[config.mk]
export PLATFORM = sky130hd
export DESIGN_NAME = wdog_two_stage
export DESIGN_NICKNAME = d
export VERILOG_FILES = /design/src/rtl/wdog_pkg.sv /design/src/rtl/wdog_prescaler.sv /design/src/rtl/wdog_countdown.sv /design/src/rtl/wdog_two_stage.sv
export SDC_FILE = /design/constraint.sdc
export NUM_CORES = 1
export LEC_CHECK = 0
export ABC_AREA = 1
export BUFFER_PORTS_ARGS = -buffer_cell sky130_fd_sc_hd__buf_4
export CORE_MARGIN = 4
export CORE_UTILIZATION = 45
export CTS_BUF_LIST = sky130_fd_sc_hd__clkbuf_16
export CTS_CLUSTER_SIZE = 20
export DETAILED_ROUTE_END_ITERATION = 10
export GPL_TIMING_DRIVEN = 0
export PLACE_DENSITY = 0.71
export SLEW_MARGIN = 20
export SYNTH_ARGS = -nofsm -noshare
export SYNTH_HDL_FRONTEND = slang
export SYNTH_SLANG_ARGS = --single-unit
export TNS_END_PERCENT = 10
[constraint.sdc]
create_clock -name clk -period 2.4 [get_ports clk]
set_clock_uncertainty 0.15 [all_clocks]
set_input_delay 0.12 -clock clk [delete_from_list [all_inputs] [get_ports clk]]
set_output_delay 0.12 -clock clk [all_outputs]
set_load 0.05 [all_outputs]
[src/rtl/wdog_pkg.sv]
package wdog_pkg;

    // Control word bit positions (software-visible layout)
    localparam int unsigned B_RESTART = 0;
    localparam int unsigned B_RST_EN  = 1;
    localparam int unsigned B_RFLAG   = 2;
    localparam int unsigned B_IFLAG   = 3;
    localparam int unsigned B_TSEL_LO = 4;
    localparam int unsigned B_IRQ_EN  = 6;
    localparam int unsigned B_ENABLE  = 7;
    localparam int unsigned B_DSEL_LO = 10;

    // Writable and flag state held by the watchdog (reset flag kept apart)
    typedef struct packed {
        logic [1:0] dsel;
        logic       enable;
        logic       irq_en;
        logic [1:0] tsel;
        logic       iflag;
        logic       rst_en;
    } wd_ctrl_t;

    localparam wd_ctrl_t CTRL_RESET = '{dsel: 2'd1, default: '0};

endpackage

[src/rtl/wdog_prescaler.sv]
module wdog_prescaler #(
    parameter int DIV0_LOG2 = 0,
    parameter int DIV1_LOG2 = 8,
    parameter int DIV2_LOG2 = 11,
    parameter int DIV3_LOG2 = 16
) (
    input  logic       clk,
    input  logic       core_rst,
    input  logic       run,
    input  logic       clr,
    input  logic [1:0] sel,
    output logic       tick
);

    localparam int MAX01  = (DIV0_LOG2 > DIV1_LOG2) ? DIV0_LOG2 : DIV1_LOG2;
    localparam int MAX23  = (DIV2_LOG2 > DIV3_LOG2) ? DIV2_LOG2 : DIV3_LOG2;
    localparam int MAXLOG = (MAX01 > MAX23) ? MAX01 : MAX23;
    localparam int PS_W   = MAXLOG + 1;

    logic [PS_W-1:0] lim [4];
    logic [PS_W-1:0] div_m1;
    logic [PS_W-1:0] cnt_d, cnt_q;

    // One terminal-count value per select code
    for (genvar g = 0; g < 4; g++) begin : g_lim
        localparam int LG = (g == 0) ? DIV0_LOG2 : (g == 1) ? DIV1_LOG2 :
                            (g == 2) ? DIV2_LOG2 : DIV3_LOG2;
        assign lim[g] = PS_W'((64'd1 << LG) - 64'd1);
    end

    always_comb begin
        div_m1 = lim[sel];
        tick   = run && (cnt_q >= div_m1);
        cnt_d  = cnt_q;
        if (clr)       cnt_d = '0;
        else if (tick) cnt_d = '0;
        else if (run)  cnt_d = cnt_q + 1'b1;
    end

    always_ff @(posedge clk) begin
        if (core_rst) cnt_q <= '0;
        else          cnt_q <= cnt_d;
    end


    ps_frozen_chk: assert property (@(posedge clk) disable iff (core_rst)
        (!run && !clr) |=> $stable(cnt_q));

endmodule

[src/rtl/wdog_countdown.sv]
module wdog_countdown #(
    parameter int CNT_W = 21
) (
    input  logic             clk,
    input  logic             core_rst,
    input  logic [CNT_W-1:0] rst_val,
    input  logic             tick,
    input  logic             load,
    input  logic [CNT_W-1:0] load_val,
    output logic             expire
);

    logic [CNT_W-1:0] cnt_d, cnt_q;

    always_comb begin
        expire = tick && (cnt_q == CNT_W'(1));
        cnt_d  = cnt_q;
        if (load)                          cnt_d = load_val;
        else if (tick && (cnt_q != '0))    cnt_d = cnt_q - 1'b1;
    end

    always_ff @(posedge clk) begin
        if (core_rst) cnt_q <= rst_val;
        else          cnt_q <= cnt_d;
    end


    load_taken_chk: assert property (@(posedge clk) disable iff (core_rst)
        load |=> (cnt_q == $past(load_val)));


    spent_hold_chk: assert property (@(posedge clk) disable iff (core_rst)
        (cnt_q == '0 && !load) |=> (cnt_q == '0));

endmodule

[src/rtl/wdog_two_stage.sv]
module wdog_two_stage
    import wdog_pkg::*;
#(
    parameter int BASE_EXP  = 14,
    parameter int GRACE     = 1024,
    parameter int DIV0_LOG2 = 0,
    parameter int DIV1_LOG2 = 8,
    parameter int DIV2_LOG2 = 11,
    parameter int DIV3_LOG2 = 16
) (
    input  logic        clk,
    input  logic        por_n,
    input  logic        rst_n,
    input  logic        wr_en,
    input  logic [31:0] wr_data,
    output logic [31:0] ctrl_o,
    output logic        irq_o,
    output logic        sys_rst_o
);

    localparam int TMO_W = BASE_EXP + 7;
    localparam int GR_W  = $clog2(GRACE + 1);
    localparam int CNT_W = (TMO_W > GR_W) ? TMO_W : GR_W;

    function automatic logic [CNT_W-1:0] timeout_of(input logic [1:0] s);
        return CNT_W'(1) << (BASE_EXP + 2 * int'(s));
    endfunction

    wd_ctrl_t         ctrl_d, ctrl_q;
    logic             rflag_d, rflag_q;
    logic             pulse_d, pulse_q;
    logic             core_rst;
    logic             restart_wr;
    logic             load;
    logic [CNT_W-1:0] load_val;
    logic             tick, expire;
    logic             unused_wr_bits;

    assign core_rst       = !rst_n || !por_n;
    assign restart_wr     = wr_en && wr_data[B_RESTART];
    assign unused_wr_bits = ^{wr_data[31:12], wr_data[9:8]};

    always_comb begin
        ctrl_d   = ctrl_q;
        rflag_d  = rflag_q;
        pulse_d  = 1'b0;
        load     = 1'b0;
        load_val = timeout_of(wr_data[B_TSEL_LO +: 2]);
        if (wr_en) begin
            ctrl_d.dsel   = wr_data[B_DSEL_LO +: 2];
            ctrl_d.enable = wr_data[B_ENABLE];
            ctrl_d.irq_en = wr_data[B_IRQ_EN];
            ctrl_d.tsel   = wr_data[B_TSEL_LO +: 2];
            ctrl_d.rst_en = wr_data[B_RST_EN];
            if (wr_data[B_IFLAG]) ctrl_d.iflag = 1'b0;
            if (wr_data[B_RFLAG]) rflag_d      = 1'b0;
            if (restart_wr)       load         = 1'b1;
        end
        if (expire && !restart_wr) begin
            if (!ctrl_q.iflag) begin
                ctrl_d.iflag = 1'b1;
                load         = 1'b1;
                load_val     = CNT_W'(GRACE);
            end else if (ctrl_q.rst_en) begin
                rflag_d = 1'b1;
                pulse_d = 1'b1;
            end
        end
    end

    always_ff @(posedge clk) begin
        if (core_rst) begin
            ctrl_q  <= CTRL_RESET;
            pulse_q <= 1'b0;
        end else begin
            ctrl_q  <= ctrl_d;
            pulse_q <= pulse_d;
        end
    end

    always_ff @(posedge clk) begin
        if (!por_n)      rflag_q <= 1'b0;
        else if (rst_n)  rflag_q <= rflag_d;
    end

    wdog_prescaler #(
        .DIV0_LOG2(DIV0_LOG2), .DIV1_LOG2(DIV1_LOG2),
        .DIV2_LOG2(DIV2_LOG2), .DIV3_LOG2(DIV3_LOG2)
    ) u_ps (
        .clk(clk), .core_rst(core_rst), .run(ctrl_q.enable),
        .clr(restart_wr), .sel(ctrl_q.dsel), .tick(tick)
    );

    wdog_countdown #(.CNT_W(CNT_W)) u_cnt (
        .clk(clk), .core_rst(core_rst), .rst_val(timeout_of(2'd0)),
        .tick(tick), .load(load), .load_val(load_val), .expire(expire)
    );

    assign ctrl_o = {20'd0, ctrl_q.dsel, 2'd0, ctrl_q.enable, ctrl_q.irq_en,
                     ctrl_q.tsel, ctrl_q.iflag, rflag_q, ctrl_q.rst_en, 1'b0};
    assign irq_o     = ctrl_q.iflag && ctrl_q.irq_en;
    assign sys_rst_o = pulse_q;


    one_pulse_chk: assert property (@(posedge clk) disable iff (core_rst)
        sys_rst_o |=> !sys_rst_o);


    pulse_cause_chk: assert property (@(posedge clk) disable iff (core_rst)
        sys_rst_o |-> $past(ctrl_q.rst_en && ctrl_q.iflag && ctrl_q.enable));


    iflag_source_chk: assert property (@(posedge clk) disable iff (core_rst)
        $rose(ctrl_q.iflag) |-> $past(expire));


    idle_quiet_chk: assert property (@(posedge clk) disable iff (core_rst)
        !ctrl_q.enable |-> !expire);

endmodule

# Yosys cells after proc, flatten, opt, wreduce, memory -nomap -nowiden
# Index checks and enable logic that the tools add are counted.
op_classes:
  n_addsub: 3
  order_cmp: 2
  n_eq_ne: 1
  shift: 1
  n_mux: 21
  bitwise: 3
  reduce_logical: 14
op_table:
  columns: ["operator", "count"]
  rows:
  - ["$mux 21", 4]
  - ["$bmux 17 s2", 1]
  - ["$mux 17", 2]
  - ["$eq 21x1->1 const B", 1]
  - ["$reduce_bool 21->1", 1]
  - ["$shl 1x5->21 const A", 1]
  - ["$sub 21x1->21 const B", 1]
  - ["$add 17x1->17 const B", 1]
  - ["$ge 17x17->1", 1]
  - ["$mux 1", 13]
  - ["$logic_and 1x1->1", 6]
  - ["$reduce_or 3->1", 2]
  - ["$add 4x3->5 const A", 1]
  - ["$ge 3x3->1 const B", 1]
  - ["$logic_not 1->1", 3]
  - ["$not 2->3", 1]
  - ["$mux 2", 1]
  - ["$not 1->1", 2]
  - ["$reduce_bool 2->1", 1]
  - ["$logic_or 1x1->1", 1]
totals:
  register_bits: 48
  out_inout_bits: 34

# Longest topological paths before layout
# Gate-level depths: netlist of run 1.
depth:
  depth_word: 10
  mapped_depth: 18

# By module
# Synthesis of run 1 repeated with hierarchy kept, for this count alone.
hier_totals:
  cells_unflattened: 524
  area_unflattened_um2: 3658.5
by_module_without_submodules:
  columns: ["module", "instances", "cells_per_inst", "area_each_um2", "seq_area_each_um2"]
  rows:
  - ["wdog_countdown", 1, 259, 1750.4, 630.6]
  - ["wdog_prescaler", 1, 177, 1291.2, 340.3]
  - ["wdog_two_stage", 1, 88, 616.8, 200.2]

# Least setup slack after synthesis of run 1
# No wires, ideal clock.
synth_path:
  path_type: "register to register"
  startpoint: "reg ctrl_q, in the netlist ctrl_o[11]"
  endpoint: "reg u_cnt.cnt_q[6]"
  setup_time_ns: 0.115
  arrival_time_ns: 2.506
  required_ns: 2.135
  setup_slack_ns: -0.371
  path_stages_with_launch: 17
  n_path_buf: 1
  synth_period_minus_slack_ns: 2.771
  path_cell_list: "dfxtp_1 -> nand2_1 -> ha_1 -> inv_1 -> nor2_1 -> nand3_1 -> nor2_1 -> nand3_1 -> o21ai_1 -> nor2_2 -> nand2_4 -> nand3_2 -> buf_6 -> nor2_4 -> nand3_1 -> nand2_1 -> nor2_1"
synth_via:
  elab_chain_cells: 10
  word_cells_on_any_way: 13
  cone_classes: "order compare: 1; mux: 6; bitwise: 1; reduce/logical: 5"
synth_rtl:
  columns: ["element", "line", "source"]
  rows:
  - ["start: declaration", "wdog_two_stage.sv:29", "wd_ctrl_t ctrl_d, ctrl_q;"]
  - ["start signal: assignment", "wdog_two_stage.sv:76", "ctrl_q <= ctrl_d;"]
  - ["$not 2->3 (implied by the code) (*)", "wdog_prescaler.sv:32", "div_m1 = lim[sel];"]
  - ["$bmux 17 s2 (*)", "wdog_prescaler.sv:32", null]
  - ["$mux 17 (implied by the code) (*) (2 in series)", "wdog_prescaler.sv:32", null]
  - ["$ge 17x17->1 (*)", "wdog_prescaler.sv:33", "tick = run && (cnt_q >= div_m1);"]
  - ["$logic_and 1x1->1 (*)", "wdog_prescaler.sv:33", null]
  - ["$logic_and 1x1->1", "wdog_countdown.sv:16", "expire = tick && (cnt_q == CNT_W'(1));"]
  - ["$logic_and 1x1->1", "wdog_two_stage.sv:59", "if (expire && !restart_wr) begin"]
  - ["$mux 21 / $mux 1 (equally long branches)", "wdog_two_stage.sv:59", null]
  - ["$mux 21 / $reduce_bool 2->1 (equally long branches)", null, null]
  - ["end signal: assignment", "wdog_countdown.sv:23", "if (core_rst) cnt_q <= rst_val;"]
  - ["end signal: assignment", "wdog_countdown.sv:24", "else cnt_q <= cnt_d;"]
  - ["end: declaration", "wdog_countdown.sv:13", "logic [CNT_W-1:0] cnt_d, cnt_q;"]
# Every way passes the cells marked *; elsewhere a longest branch is shown, timed or not. The select of a mux whose other input is x is not followed.
# A chain may end at the register's enable or synchronous reset.

# Final worst setup path of run 1
layout_path:
  startpoint: "reg ctrl_q, in the netlist ctrl_o[11]"
  endpoint: "reg u_cnt.cnt_q[2]"
# The elaborated chain is that of the path after synthesis.

==> reports/qor.csv, run 1 <==
stage,metric,value,unit
pwr,power.switching,492,µW
die,die_x,92.7,µm
pwr,p_seq_share,45.8,%
die,start_util,47.0,%
die,dieArea,8590,µm²
pwr,pwr-share-comb,16.7,%
clock_tree,cts-root-buf,clkbuf_16,
grt,grt_pass1_vias,2988,
timing,slew_viol_final,0,
clock_tree,clock_latency,0.28,ns
routing,drt_iter0_drc,174,
pwr,p_int,1280,µW
setup_path,critical_path.n_buffers_inverters,2,
routing,wire_per_inst,12.6,µm
synthesis,synthFlopType,dfxtp_1,
setup_path,critical_path.startpoint_type,flop,
grt,antenna_found_initial,0,
cells_and_area,diodes,0,
clock_tree,htreeDepth,2,
routing,drc,0,
timing,setup_viol,0,
synthesis,async_flop_share,0,%
placement,gp_congestion,0.872,
cells_and_area,area_growth,27.0,%
setup_path,crit_slowest_cell,dfxtp_4,
timing,clock.fmax,428,MHz
setup_path,crit_chain,buf_4 -> nor2_4 -> ha_1 -> nand3_1 -> nor2_1 -> nand3_1 -> o21ai_1 -> nor2_2 -> nand2_4 -> nand2_4 -> nor2_4 -> buf_4 -> nand2_1 -> xor2_1 -> nor2_1,
timing,worst_slack,0.0611,ns
timing,fin_crit_sh,97.5,%
setup_path,max_stage_delay,0.38,ns
die,num_rows,30,
timing,rsz0062_at_grt,true,
run,drv_cap,0,
synthesis,ys_types,38,
grt,grt_usage,18.2,%
pwr,total_power,1770,µW
placement,port_buffers,24,
synthesis,ys_seq_elements,48,
setup_path,worst-path-max-fanout,4,
clock_tree,clk_pin_slew,0.06,ns
pwr,vdd_drop_max,0.322,mV
cells_and_area,fin_area,4100,µm²
routing,ant_nets,0,
cells_and_area,nets,589,
placement,postPlaceCellArea,3620,µm²
synthesis,ys_seq_area_share,29.8,%
synthesis,synthesis.area,3230,µm²
die,core-area,6870,µm²
cells_and_area,drive_gt1_share,23.7,%
die,die_h,92.7,µm
routing,vias_per_cell,5.00,
min_path,hold_depth,3,
pwr,p_leak,0.00189,µW
setup_path,cp-startpoint,ctrl_o[11]$_SDFFE_PP0P_,
pwr,switching_share,27.7,%
die,io_pins,70,
routing,dr.pass1.iters,5,
setup_path,cp_top_family,simple AND/OR/NAND/NOR gates,
setup_path,crit_cells,15,
timing,final_hold_viol_count,0,
setup_path,worst_ep_required_time,2.42,ns
timing,finalCriticalPeriod,2.34,ns
placement,dp_slack,-0.169,ns
pwr,cellPowerDensity,433,nW/µm²
setup_path,worst_ep_arrival_time,2.36,ns
pwr,pwr-share-clk,37.4,%
clock_tree,clockBufferDepth,2,
clock_tree,clock-sinks,48,
min_path,min_from,wr_data[2],
placement,hpwl,5840,µm
synthesis,synth_edf_count,0,
routing,routed-via-count,3178,
setup_path,rr_worst_depth,15,
min_path,worstHoldPathType,input port to flop,
routing,totalWireLength,8030,µm
synthesis,synth_warnings,0,
timing,holdWs,0.0359,ns
setup_path,r2r_start,ctrl_o[11]$_SDFFE_PP0P_,
grt,grt_max_degree,15,
timing,tightest_slew,0.518,ns
outcome,status,completed,
grt,overflow,0,
grt,grt_pass1_wl,13100,µm
cells_and_area,post-route-util,59.7,%
clock_tree,cts_tree,yes,
synthesis,syn_area_per_cell,6.99,µm²
setup_path,critPathKind,flop to flop,
setup_path,cp-end-kind,flop,
synthesis,synthCells,462,
clock_tree,cts_buffers,5,
timing,relSlewSlack,65.5,%
-- power groups by stage --
stage | combinational, µW | clock (µW) | sequential, µW
4_1_cts | 283 | 683 | 813
6_report | 297 | 664 | 813
2_1_floorplan | 201 | 0 | 842
3_3_place_gp | 261 | 0 | 831
3_5_place_dp | 263 | 0 | 832
5_1_grt | 322 | 712 | 814
-- cell usage in the layout (no fill, tap or decap), types with 6 or more instances in the layout --
cell type and instances:
xor2_1 13, a21oi_1 29, nand4_1 34, nor2_1 44, conb_1 23, buf_6 8, dfxtp_1 45, dlygate4sd3_1 9
buf_4 60, nor3_1 9, nand2_1 77, o21ai_0 11, nor2_4 6, inv_1 55, ha_1 11, nand3_1 26
-- cell families after synthesis --
logic type,after synthesis,share of synthesized area (%)
flops,48,29.8
compound gates,53,8.84
fa+ha+maj,15,5.81
other cells,1,0.116
buf+inv,97,15.2
xor+xnor,15,4.07
simple gates,233,36.2
-- cell usage after synthesis, types with 2 or more instances --
| cell type | n | area share (%) |
|---|---|---|
| or2_2 | 2 | 0.39 |
| o21bai_1 | 2 | 0.46 |
| xnor2_1 | 2 | 0.54 |
| nand3_2 | 4 | 1.2 |
| nor3_2 | 3 | 0.93 |
| nor3b_1 | 5 | 1.2 |
| nor2_1 | 49 | 5.7 |
| a21oi_1 | 31 | 4.8 |
| nand3_1 | 28 | 4.3 |
| nand2_1 | 79 | 9.2 |
| inv_1 | 56 | 6.5 |
| nand2_2 | 5 | 0.97 |
| nor2_2 | 3 | 0.58 |
| xor2_1 | 13 | 3.5 |
| nand3b_1 | 2 | 0.46 |
| clkbuf_1 | 3 | 0.35 |
| inv_2 | 3 | 0.35 |
| o21ai_1 | 2 | 0.31 |
| buf_4 | 29 | 6.7 |
| buf_6 | 2 | 0.70 |
| nor3_1 | 9 | 1.4 |
| nand4_1 | 34 | 6.6 |
| buf_2 | 3 | 0.46 |
| o21ai_0 | 14 | 2.2 |
| nor2_4 | 3 | 1.0 |
| a21oi_2 | 3 | 0.81 |
| ha_1 | 15 | 5.8 |
| dfxtp_1 | 48 | 30 |
-- sequential cells by signal, indices dropped and copies added, names as in the netlist --
signal	count
u_ps.cnt_q	17
rflag_q	1
u_cnt.cnt_q	21
sys_rst_o	1
ctrl_o	8
-- worst reg2reg max path: cells and delay by family (launching register included) --
family,cells,cell delay [ns]
AOI/OAI and AO/OA,1,0.15
xor gates and xnor gates,1,0.14
adders and majority gates,1,0.30
buffers and inverters,2,0.30
DFF,1,0.38
and+or+nand+nor,10,0.83
-- routing by layer --
| metal | vias up | track usage [%] | routed length (µm) |
|---|---|---|---|
| li1 | 1622 | - | - |
| met3 | 13 | 3.09 | 436 |
| met4 | 0 | 6.35 | 99 |
| met1 | 1428 | 21.8 | 3390 |
| met2 | 115 | 32.6 | 4100 |
| met5 | - | 0 | 0 |
-- per-stage QoR --
step / setup TNS (ns) / cells
2_1_floorplan: 0 / 484
3_3_place_gp: -0.925 / 604
3_5_place_dp: -3.33 / 604
4_1_cts: -0.00347 / 626
5_1_grt: -1.00 / 635
6_report: 0 / 635
-- final timing paths --
kind                                 endpoint  slack, ns
setup / recovery  u_cnt.cnt_q[2]$_SDFFE_PP0P_       0.06
hold / removal           rflag_q$_SDFFE_PN0P_       0.04
setup reg to reg  u_cnt.cnt_q[2]$_SDFFE_PP0P_       0.06
hold reg to reg          rflag_q$_SDFFE_PN0P_       0.34
-- area by class of cell --
cell class                 count  area [µm²]
fill                         626        2770
multi-input combinational    339        1970
sequential                    48         970
timing repair buffer          47         390
buffer                        38         285
inverter                      59         221
clock buffer                   5         125
tap                           96         120
clock inverter                 3        13.8
-- repair_timing --
item / 4_1_cts / 5_1_grt
pin swaps: 11 / 19
hold buffers: 9 / 0
endpoints found under the setup margin: 32 / 40
gates resized for setup: 12 / 27
endpoints found under the hold margin: 9 / 0
buffers inserted: 4 / 8
cloned: 1 / 1
Note: power is estimated with default switching activity, not from simulation.
==> inputs of run 2 (changes only) <==
--- a/config.mk
+++ b/config.mk
@@ -13,7 +13,7 @@
 export CTS_CLUSTER_SIZE = 20
 export DETAILED_ROUTE_END_ITERATION = 10
 export GPL_TIMING_DRIVEN = 0
-export PLACE_DENSITY = 0.71
+export PLACE_DENSITY = 0.75
 export SLEW_MARGIN = 20
 export SYNTH_ARGS = -nofsm -noshare
 export SYNTH_HDL_FRONTEND = slang
==> reports/qor.csv, run 2 (synthesis gave the netlist of run 1 again) <==
stage,metric,value,unit,change
clock_tree,cts_buffers,5,,unchanged
run,drv_cap,0,,unchanged
cells_and_area,layout_commonest_cell,nand2_1,,
cells_and_area,layout_common_cells,"nand2_1, buf_4, inv_1",,
die,dieArea,8590,µm²,unchanged
grt,grt_usage,18.2,%,about the same
die,io_pins,70,,unchanged
setup_path,crit_slowest_cell,dfxtp_4,,
setup_path,crit_chain,nand2_4 -> ha_4 -> inv_2 -> nor2_4 -> nand3_2 -> nor2_2 -> nand3_2 -> o21ai_2 -> nor2_2 -> nand2_4 -> nand4_4 -> buf_6 -> nand4_1 -> nand2_1 -> nor2_1,,
pwr,switching_share,28.2,%,+0.45 points
die,die_h,92.7,µm,unchanged
cells_and_area,diodes,0,,unchanged
timing,final_hold_viol_count,0,,unchanged
setup_path,worst-path-max-fanout,10,,+6
placement,hpwl,5670,µm,-2.8%
timing,slew_viol_final,0,,unchanged
pwr,p_seq_share,45.9,%,about the same
pwr,p_leak,0.00186,µW,-1.4%
routing,drc,0,,unchanged
pwr,total_power,1770,µW,-0.13%
setup_path,critical_path.n_buffers_inverters,2,,unchanged
pwr,p_int,1270,µW,-0.74%
timing,clock.fmax,408,MHz,-4.5%
routing,routed-via-count,3129,,-1.5%
pwr,pwr-share-comb,16.2,%,-0.5 points
routing,ant_nets,0,,unchanged
placement,port_buffers,24,,unchanged
timing,relSlewSlack,66.1,%,+0.62 points
outcome,status,finished with violations,,
setup_path,critPathKind,flop to flop,,
timing,rsz0062_at_grt,true,,
cells_and_area,nets,583,,-1.0%
clock_tree,cts_tree,yes,,
timing,fin_crit_sh,102,%,+4.6 points
setup_path,cp-end-kind,flop,,
setup_path,worst_ep_arrival_time,2.51,ns,+0.15 ns
placement,gp_congestion,0.892,,+2.4%
clock_tree,cts-root-buf,clkbuf_16,,
setup_path,max_stage_delay,0.40,ns,+0.02 ns
routing,dr.pass1.iters,4,,-1
cells_and_area,drive_gt1_share,21.4,%,-2.4 points
cells_and_area,area_growth,23.1,%,
routing,drt_iter0_drc,140,,-20%
routing,totalWireLength,7780,µm,-3.1%
routing,vias_per_cell,4.97,,-0.60%
timing,holdWs,0.000198,ns,-0.0357 ns
setup_path,worst_ep_required_time,2.46,ns,+0.04 ns
routing,wire_per_inst,12.4,µm,-2.1%
cells_and_area,stdcell_count,629,,-0.94%
timing,finalCriticalPeriod,2.45,ns,+0.110 ns
clock_tree,clock-sinks,48,,unchanged
grt,grt_max_degree,14,,-1
cells_and_area,fin_area,3980,µm²,-3.0%
placement,dpl.cell_count,604,,unchanged
pwr,power.switching,499,µW,+1.5%
outcome,violations,setup timing,,
pwr,cellPowerDensity,446,nW/µm²,+3.0%
pwr,pwr-share-clk,37.9,%,+0.5 points
cells_and_area,largest_reg_flops,21,,unchanged
die,num_rows,30,,unchanged
timing,setup_viol,1,,+1
cells_and_area,top_register,u_cnt.cnt_q,,
die,die_x,92.7,µm,unchanged
grt,antenna_found_initial,0,,unchanged
clock_tree,clockBufferDepth,2,,unchanged
clock_tree,clock_latency,0.29,ns,about the same
setup_path,critical_path.startpoint_type,flop,,
pwr,vdd_drop_max,0.378,mV,+17%
timing,tightest_slew,0.508,ns,-0.00935 ns
die,core-area,6870,µm²,unchanged
timing,worst_slack,-0.0494,ns,-0.110 ns
grt,grt_pass1_wl,13000,µm,about the same
min_path,worstHoldPathType,input port to flop,,
setup_path,cp_top_family,simple AND/OR/NAND/NOR gates,,
clock_tree,clk_pin_slew,0.07,ns,about the same
clock_tree,htreeDepth,2,,unchanged
grt,overflow,0,,unchanged
grt,grt_pass1_vias,3015,,+0.90%
placement,postPlaceCellArea,3620,µm²,unchanged
die,start_util,47.0,%,unchanged
cells_and_area,post-route-util,57.9,%,-1.8 points
-- run 2: final timing paths --
| check | startpoint | endpoint | slack, ns | cells past startpoint |
|---|---|---|---|---|
| setup / recovery | ctrl_o[10]$_SDFFE_PP1P_ | u_cnt.cnt_q[20]$_SDFFE_PP0P_ | -0.05 | 15 |
| hold / removal | wr_data[5] | ctrl_o[5]$_SDFFE_PP0P_ | 0.0002 | 3 |
| setup reg to reg | ctrl_o[10]$_SDFFE_PP1P_ | u_cnt.cnt_q[20]$_SDFFE_PP0P_ | -0.05 | 15 |
| hold reg to reg | rflag_q$_SDFFE_PN0P_ | rflag_q$_SDFFE_PN0P_ | 0.34 | 1 |
-- run 2: routing by layer --
metal | vias to the layer above | GRT usage (%) | share of wire (%)
li1 | 1615 | - | -
met1 | 1420 | 22.1 | 46
met2 | 85 | 32.9 | 49
met3 | 9 | 3.25 | 4.4
met4 | 0 | 4.76 | 1.1
met5 | - | 0 | 0
-- run 2: area by class of cell --
cell class	count	area, µm²
multi-input combinational	339	1920
timing repair buffer	41	332
sequential	48	968
clock inverter	3	11.3
buffer	38	282
fill	644	2890
clock buffer	5	125
inverter	59	221
tap	96	120
-- run 2: metrics by stage --
stage          worst slack [ns]  setup TNS (ns)
5_1_grt                  -0.264           -3.83
3_5_place_dp             -0.113           -2.04
6_report                -0.0494         -0.0494
3_3_place_gp            -0.0619          -0.676
4_1_cts                 0.00132               0
2_1_floorplan            0.0326               0
-- run 2: what timing repair did --
action	in CTS	in global routing
hold buffers	8	0
hold endpoints to repair	8	0
setup buffers	0	8
setup endpoints to repair	30	40
pin swaps	0	15
gates resized for setup	4	16
cloned	0	1
-- run 2: worst register-to-register path, delay by kind of cell (launching register included) --
kind | cells | cell delay, ns
compound gates | 1 | 0.16
buf+inv | 2 | 0.24
fa+ha+maj | 1 | 0.27
simple gates | 11 | 1.16
flops | 1 | 0.40
-- run 2: power by group through the flow --
stage | Clock [µW] | Sequential (µW) | Combinational (µW)
after CTS | 679 | 813 | 276
after detailed placement | 0 | 831 | 264
final | 671 | 814 | 287
after floorplan | 0 | 842 | 201
after global routing | 711 | 814 | 312
after global placement | 0 | 831 | 261
==> inputs of run 3 (changes only) <==
--- a/config.mk
+++ b/config.mk
@@ -10,12 +10,12 @@
 export CORE_MARGIN = 4
 export CORE_UTILIZATION = 45
 export CTS_BUF_LIST = sky130_fd_sc_hd__clkbuf_16
-export CTS_CLUSTER_SIZE = 20
 export DETAILED_ROUTE_END_ITERATION = 10
 export GPL_TIMING_DRIVEN = 0
-export PLACE_DENSITY = 0.75
+export PLACE_DENSITY = 0.71
 export SLEW_MARGIN = 20
 export SYNTH_ARGS = -nofsm -noshare
 export SYNTH_HDL_FRONTEND = slang
+export SYNTH_HIERARCHICAL = 1
 export SYNTH_SLANG_ARGS = --single-unit
 export TNS_END_PERCENT = 10
==> constraint.sdc (replaced) <==
create_clock -name clk -period 3 [get_ports clk]
set_clock_uncertainty 0.15 [all_clocks]
set_input_delay 0.15 -clock clk [delete_from_list [all_inputs] [get_ports clk]]
set_output_delay 0.15 -clock clk [all_outputs]
set_load 0.05 [all_outputs]
==> reports/qor.csv, run 3 <==
stage,metric,value,unit,change
run,drv_cap,0,,unchanged
setup_path,worst-path-max-fanout,5,,-5
grt,grt_max_degree,16,,+2
placement,gp_congestion,0.866,,-3.0%
clock_tree,cts-root-buf,clkbuf_16,,
grt,overflow,0,,unchanged
synthesis,ys_seq_area_share,32.0,%,+2.2 points
grt,grt_pass1_wl,14000,µm,+7.1%
cells_and_area,layout_common_cells,"nand2_1, nor2_1, conb_1",,
setup_path,cp-end-kind,flop,,
routing,vias_per_cell,4.76,,-4.2%
synthesis,synthesis.area,3660,µm²,+13%
die,die_h,98.2,µm,+5.9%
die,dieArea,9640,µm²,+12%
die,core-area,7810,µm²,+14%
synthesis,synthCells,524,,+13%
cells_and_area,top_register,u_cnt/cnt_q,,
clock_tree,cts_buffers,5,,unchanged
setup_path,worst_ep_required_time,2.88,ns,+0.42 ns
cells_and_area,area_growth,26.4,%,
die,num_rows,32,,+6.7%
routing,wl_met2,4130,µm,+8.8%
routing,drc,0,,unchanged
timing,clock.fmax,355,MHz,-13%
cells_and_area,drive_gt1_share,21.3,%,-0.061 points
grt,antenna_found_initial,0,,unchanged
cells_and_area,nets,684,,+17%
die,io_pins,70,,unchanged
timing,relSlewSlack,32.0,%,-34 points
synthesis,synth_area_leaders,"edfxtp_1, dfxtp_1, nand2_1, nor2_1, ha_1",,
cells_and_area,largest_reg_flops,21,,unchanged
timing,final_hold_viol_count,0,,unchanged
synthesis,async_flop_share,0,%,unchanged
clock_tree,cts_tree,yes,,
placement,port_buffers,24,,unchanged
routing,drt-met1-wl,3790,µm,+6.4%
setup_path,critical_path.startpoint_type,flop,,
grt,grt_usage,17.5,%,-0.73 points
timing,holdWs,0.00650,ns,+0.00631 ns
synthesis,syn_area_per_cell,6.98,µm²,about the same
synthesis,yosys.area.top_type,edfxtp_1,,
synthesis,synth_edf_count,21,,+21
timing,worst_slack,0.184,ns,+0.233 ns
synthesis,synthFlopType,dfxtp_1,,
synthesis,synth_warnings,6,,+6
clock_tree,htreeDepth,2,,unchanged
clock_tree,clockBufferDepth,2,,unchanged
timing,setup_viol,0,,-1
routing,ant_nets,0,,unchanged
timing,finalCriticalPeriod,2.82,ns,+0.367 ns
setup_path,critPathKind,flop to flop,,
grt,grt_pass1_vias,3142,,+4.2%
routing,route.met3.wl,650,µm,+91%
timing,tightest_slew,1.02,ns,+0.511 ns
synthesis,yosysMostFrequentCell,nand2_1,,
placement,hpwl,6240,µm,+10%
synthesis,ys_seq_elements,48,,unchanged
min_path,worstHoldPathType,input port to flop,,
synthesis,ys_top_cells_by_count,"nand2_1, nor2_1, inv_1",,
routing,totalWireLength,8750,µm,+12%
clock_tree,clock-sinks,48,,unchanged
routing,dr.max_layer_used,met4,,
placement,postPlaceCellArea,4210,µm²,+16%
die,die_x,98.2,µm,+5.9%
routing,wire_per_inst,11.9,µm,-3.8%
pwr,cellPowerDensity,367,nW/µm²,-18%
setup_path,worst_ep_arrival_time,2.70,ns,+0.19 ns
routing,dr.pass1.iters,4,,unchanged
cells_and_area,diodes,0,,unchanged
synthesis,yosysTopAreaCellShare,17.2,%,-13 points
pwr,vdd_drop_max,0.259,mV,-31%
synthesis,ys_types,40,,+5.3%
clock_tree,clk_pin_slew,0.07,ns,about the same
timing,fin_tns_setup,0,ns,+0.0494 ns
timing,slew_viol_final,0,,unchanged
routing,routed-via-count,3501,,+12%
clock_tree,clock_latency,0.29,ns,about the same
pwr,p_leak,0.00217,µW,+17%
pwr,total_power,1700,µW,-4.3%
cells_and_area,fin_area,4630,µm²,+16%
outcome,status,completed,,
cells_and_area,layout_commonest_cell,nand2_1,,
timing,fin_crit_sh,93.9,%,-8.2 points
cells_and_area,nFillCells,754,,+17%
die,start_util,46.9,%,-0.14 points
placement,dp_slack,-0.451,ns,-0.338 ns
routing,drt_iter0_drc,259,,+85%
-- run 3: cell count changes after synthesis, moves of 8 or more --
cell      delta
o21ai_1      +8
nor2_1      +27
nand2_1     +58
dfxtp_1     -21
inv_1       -11
edfxtp_1    +21
a21oi_1      -9
nor2_2      +16
nand4_1     -29
-- run 3: cell type report --
| cell class | instances | area (µm²) | area share [%] |
|---|---|---|---|
| plain buffers | 37 | 298 | 6.44 |
| clock buffers | 5 | 125 | 2.70 |
| clock inverters | 3 | 15.0 | 0.325 |
| inverters | 51 | 198 | 4.27 |
| multi-input cells | 449 | 2350 | 50.7 |
| flip-flops and latches | 48 | 1180 | 25.5 |
| well taps | 102 | 128 | 2.76 |
| repair buffers | 40 | 338 | 7.30 |
-- run 3: cells by family after synthesis --
logic type / share of synthesized area (%)
muxes: 0.274
adders and majority gates: 5.47
buffers and inverters: 12.6
other: 0.205
DFF: 32.0
xor gates and xnor gates: 4.55
AOI/OAI and AO/OA: 7.87
and+or+nand+nor: 37.0
-- run 3: what timing repair did --
item                       4_1_cts  5_1_grt
gates resized for setup         10       16
setup endpoints to repair       41       41
pin swaps                        4        5
setup buffers                    3        2
hold endpoints to repair         9        0
hold buffers                     9        0
cloned                           3        2
-- run 3: path summary, 6_finish.rpt --
kind	end	depth (start not counted)	from	slack (ns)
worst min-delay path	rflag_q$_SDFFE_PN0P_	4	wr_data[2]	0.007
worst max register to register	u_cnt/cnt_q[8]$_DFFE_PP_	21	ctrl_o[11]$_SDFFE_PP0P_	0.18
worst max-delay path	u_cnt/cnt_q[8]$_DFFE_PP_	21	ctrl_o[11]$_SDFFE_PP0P_	0.18
worst min register to register	ctrl_o[4]$_SDFFE_PP0P_	2	ctrl_o[4]$_SDFFE_PP0P_	0.32
-- run 3: critical path, cell delays in order (launching register included) --
cell     delay, ns
dfxtp_4       0.37
inv_4         0.10
nand2_4       0.07
ha_1          0.27
nand2_1       0.05
nor2_1        0.09
nand2_1       0.06
nor2_1        0.08
nor2_1        0.05
nand2_1       0.08
nand2_1       0.05
nand2_1       0.07
nand2_2       0.08
inv_2         0.07
nand2_2       0.06
nor2_2        0.11
nand3_2       0.11
nand2_2       0.10
inv_2         0.06
buf_2         0.17
o21ai_0       0.17
o21ai_0       0.11
-- run 3: routing by layer --
metal	vias to the layer above	GRT usage, %
met5	-	0
met1	1563	22.2
li1	1809	-
met2	111	29.6
met4	0	5.99
met3	18	3.43
-- run 3: metrics by stage --
step	utilization [%]	instances
floorplan	-	582
global placement	53.9	708
detailed placement	53.9	708
CTS	58.0	731
global route	59.2	735
finish	59.2	735
-- run 3: report_power, final --
group | switching (µW) | internal [µW] | leakage (µW)
sequential | 37.4 | 722 | 0.000437
combinational | 251 | 134 | 0.00166
clock | 246 | 305 | 0.0000753
